==> src/rtl/exe_bypass_sel.sv <==
module exe_bypass_sel #(
  parameter int REG_W = 5
) (
  input  logic [REG_W-1:0] ex_rs,
  input  logic [REG_W-1:0] ex_rt,
  input  logic             mem_wen,
  input  logic [REG_W-1:0] mem_dst,
  input  logic             wb_wen,
  input  logic [REG_W-1:0] wb_dst,
  output logic [1:0]       sel_a,
  output logic [1:0]       sel_b
);

  localparam logic [1:0] SEL_RF  = 2'b00;
  localparam logic [1:0] SEL_WB  = 2'b01;
  localparam logic [1:0] SEL_MEM = 2'b10;
  localparam logic [REG_W-1:0] ZERO_REG = '0;

  logic mem_live, wb_live;
  assign mem_live = mem_wen && (mem_dst != ZERO_REG);
  assign wb_live  = wb_wen  && (wb_dst  != ZERO_REG);

  logic [1:0] mem_hit, wb_hit;
  logic [REG_W-1:0] src [2];
  logic [1:0] sel [2];
  assign src[0] = ex_rs;
  assign src[1] = ex_rt;

  for (genvar i = 0; i < 2; i++) begin : g_opnd
    assign mem_hit[i] = mem_live && (mem_dst == src[i]);
    assign wb_hit[i]  = wb_live  && (wb_dst  == src[i]);
    assign sel[i] = mem_hit[i] ? SEL_MEM : (wb_hit[i] ? SEL_WB : SEL_RF);
  end

  assign sel_a = sel[0];
  assign sel_b = sel[1];

  always_comb begin
    AST_NO_ILLEGAL_A: assert (sel_a != 2'b11);
    AST_NO_ILLEGAL_B: assert (sel_b != 2'b11);
    AST_ZERO_SRC_A: assert (ex_rs != ZERO_REG || sel_a == SEL_RF);
    AST_ZERO_SRC_B: assert (ex_rt != ZERO_REG || sel_b == SEL_RF);
    AST_MEM_NEEDS_WEN: assert (!(sel_a == SEL_MEM || sel_b == SEL_MEM) || mem_wen);
    AST_WB_NEEDS_WEN: assert (!(sel_a == SEL_WB || sel_b == SEL_WB) || wb_wen);
    AST_WB_A_MATCH: assert (sel_a != SEL_WB || (wb_dst == ex_rs && mem_dst != ex_rs) || (wb_dst == ex_rs && !mem_wen));
    AST_MEM_A_MATCH: assert (sel_a != SEL_MEM || mem_dst == ex_rs);
    AST_MEM_B_MATCH: assert (sel_b != SEL_MEM || mem_dst == ex_rt);
    AST_WB_B_MATCH: assert (sel_b != SEL_WB || wb_dst == ex_rt);
  end

endmodule

==> config.mk <==
export PLATFORM = sky130hd
export DESIGN_NAME = exe_bypass_sel
export DESIGN_NICKNAME = d
export VERILOG_FILES = /design/src/rtl/exe_bypass_sel.sv
export SDC_FILE = /design/constraint.sdc
export NUM_CORES = 1
export LEC_CHECK = 0
export ABC_AREA = 1
export BUFFER_PORTS_ARGS = -buffer_cell sky130_fd_sc_hd__buf_2
export CORE_AREA = 2 2 39 41
export DETAILED_ROUTE_END_ITERATION = 10
export DIE_AREA = 0 0 41 43
export GPL_ROUTABILITY_DRIVEN = 0
export PLACE_DENSITY_LB_ADDON = 0.05
export SETUP_SLACK_MARGIN = 0.1
export SLEW_MARGIN = 20
export SYNTH_ARGS = -nofsm -noshare
export SYNTH_HDL_FRONTEND = slang
export SYNTH_SLANG_ARGS = --single-unit
==> constraint.sdc <==
create_clock -name vclk -period 1.4
set_input_delay 0.28 -clock vclk [all_inputs]
set_output_delay 0.28 -clock vclk [all_outputs]
set_load 0.02 [all_outputs]
==> flow_metrics.env <==
export IMPL_fin_cells=121
export IMPL_setup_viol=0
export IMPL_drc=0
export IMPL_synth_cells=79
export IMPL_num_vias=522
export IMPL_fillers=164
export IMPL_fmax_mhz=774.4
export IMPL_critical_path_top_delay_family="simple AND/OR/NAND/NOR gates"
export IMPL_die_area_mm2=0.001763
export IMPL_grt_overflow_total=0
export IMPL_tns_ns=0
export IMPL_finalCritPeriodShare=0.9224
export IMPL_fin_crit_ns=1.291
export IMPL_slew_headroom=0.9051
export IMPL_cts_setup_buffers=0
export IMPL_dr_first_iter_drc_count=5
export IMPL_whs_ns=0.9599
export IMPL_syn_nets=101
export IMPL_worst_setup_path_type="input pin to output pin"
export IMPL_dpl_hpwl_um=919.5
export IMPL_grt_pass1_vias=439
export IMPL_place_inst=121
export IMPL_fp_dieH_um=43
export IMPL_ios=26
export IMPL_rows=14
export IMPL_n_antenna_cell=0
export IMPL_design_seq_count=0
export IMPL_hold_depth=4
export IMPL_powerDensity_mw_per_mm2=279.1
export IMPL_nClkBuffers=0
export IMPL_drive_above_1_share=0.4476
export IMPL_avgSynthCellArea_um2=4.577
export IMPL_multi_input_area_um2=342.8
export IMPL_worstPathRequired_ns=1.12
export IMPL_path_depth=9
export IMPL_fp_dieW_um=41
export IMPL_max_stage_delay_ns=0.14
export IMPL_layout_nets=129
export IMPL_gr_usage_all_layers=0.1280
export IMPL_synthToLayoutAreaGrowth_pct=89.27
export IMPL_arrival_ns=1.01
export IMPL_drv_cap=0
export IMPL_start_util=0.2613
export IMPL_dpl_cell_area_um2=511.7
export IMPL_worstMarginPinSlew_ns=0.1419
export IMPL_syn_area_um2=361.6
export IMPL_slew_viol_final=0
export IMPL_grt_setup_unrepaired="yes"
export IMPL_cp_end_kind="output pin"
export IMPL_hold_viol_final=0
export IMPL_hold_class="input pin to output pin"
export IMPL_grt_first_pass_wirelength_mm=1.649
export IMPL_antenna_left=0
export IMPL_critical_path_cell_chain="buf_4 -> inv_1 -> nand2_1 -> nand2_1 -> nand2_1 -> nor2_1 -> nand3_1 -> nor2_1 -> buf_4"
export IMPL_grt_max_degree=5
export IMPL_via_per_inst=4.314
export IMPL_path_buf_inv=3
export IMPL_firstDrtPassIters=4
export IMPL_synth_area_leaders="nand2_1 33%, inv_1 15%, xnor2_1 15%, nor2_1 13%, xor2_1 9.7%"
export IMPL_critPathLaunch="wb_dst[1]"
export IMPL_core_area_mm2=0.001384
export IMPL_cp_common_cell="nand2_1"
export IMPL_endpoint="sel_b[0]"
export IMPL_synth_cell_types=10
export IMPL_yosysWarnings=0
export IMPL_regArea_um2=0
export IMPL_final_cell_area_um2=684.4
export IMPL_ir_drop_uv=94.67
export IMPL_path_max_fanout=4
export IMPL_status="finished clean"
export IMPL_port_buffers=26
export IMPL_synth_top_area_frac=0.3322
export IMPL_start_kind="input pin"
export IMPL_yosysSeqAreaShare=0
export IMPL_p_leak_uw=0.0003922
export IMPL_worstHoldStart="mem_wen"
export IMPL_routed_wl_mm=1.055
export IMPL_cpMaxStageDelayCell="buf_4"
export IMPL_yosys_area_top_type="nand2_1"
export IMPL_wl_per_cell_um=8.719
export IMPL_antenna_found_initial=0
metrics by stage:
| stage | setup slack [ns] | total power [uW] | util |
|---|---|---|---|
| 3_3_place_gp | 0.04495 | 136.5 | 0.3698 |
| 6_report | 0.1087 | 191.0 | 0.4946 |
| 4_1_cts | 0.06335 | 166.4 | 0.4358 |
| 2_1_floorplan | 0.1550 | 74.22 | - |
| 3_5_place_dp | 0.04293 | 136.6 | 0.3698 |
| 5_1_grt | 0.02574 | 212.8 | 0.4946 |
tightest hold or removal path, delay by kind of cell:
family	cells	cell delay [ns]
buffers and inverters	2	0.25
and+or+nand+nor	2	0.16
cell usage in the layout, fill, tap and decap left out:
master	count
nand2_1	27
nor2_1	12
buf_6	8
inv_2	6
buf_2	6
buf_8	6
buf_4	6
inv_1	5
nand2_2	5
nand3_1	5
inv_4	4
xor2_1	4
xnor2_1	3
nor2_2	3
xnor2_2	3
nand4_1	1
o21ai_1	1
synthesized netlist by cell type (all sizes together):
master,count
xnor2,6
inv,15
nor2,15
nand3,5
nand4,1
nand2,32
xor2,4
o21ai,1
power by group:
group,switching (uW),total [uW],internal (uW)
clock network,0,0,0
logic,84.9,191,106
registers,0,0,0
total,84.9,191,106
per-layer routing:
metal | global-route usage | wire length (um)
met1 | 0.1651 | 419
met3 | 0.005236 | 91
met2 | 0.2344 | 544
met5 | 0 | 0
met4 | 0 | 0
layout make-up:
class                           instances  share of cell area
Inverter                               15             0.09689
Multi-Input combinational cell         64              0.5009
Tap cell                               16             0.02925
Timing Repair Buffer                   26              0.3729
timing repair:
action,4_1_cts,5_1_grt
pin swaps,18,21
endpoints found under the setup margin,3,4
gates resized for setup,30,28
hold buffers,0,0
worst min path at each step:
stage / to / slack, ns
floorplan: sel_a[1] / 0.73
global placement: sel_a[1] / 0.97
detailed placement: sel_b[1] / 0.96
CTS: sel_a[1] / 0.96
global route: sel_a[1] / 0.98
finish: sel_a[1] / 0.96
kinds of logic (layout without fill, tap and decap cells):
group,count (synthesis),after routing,synth area share
simple gates,53,53,0.5883
buf+inv,15,41,0.1557
xor+xnor,10,10,0.2422
compound gates,1,1,0.01383
Note: power is estimated with default switching activity, not from simulation.
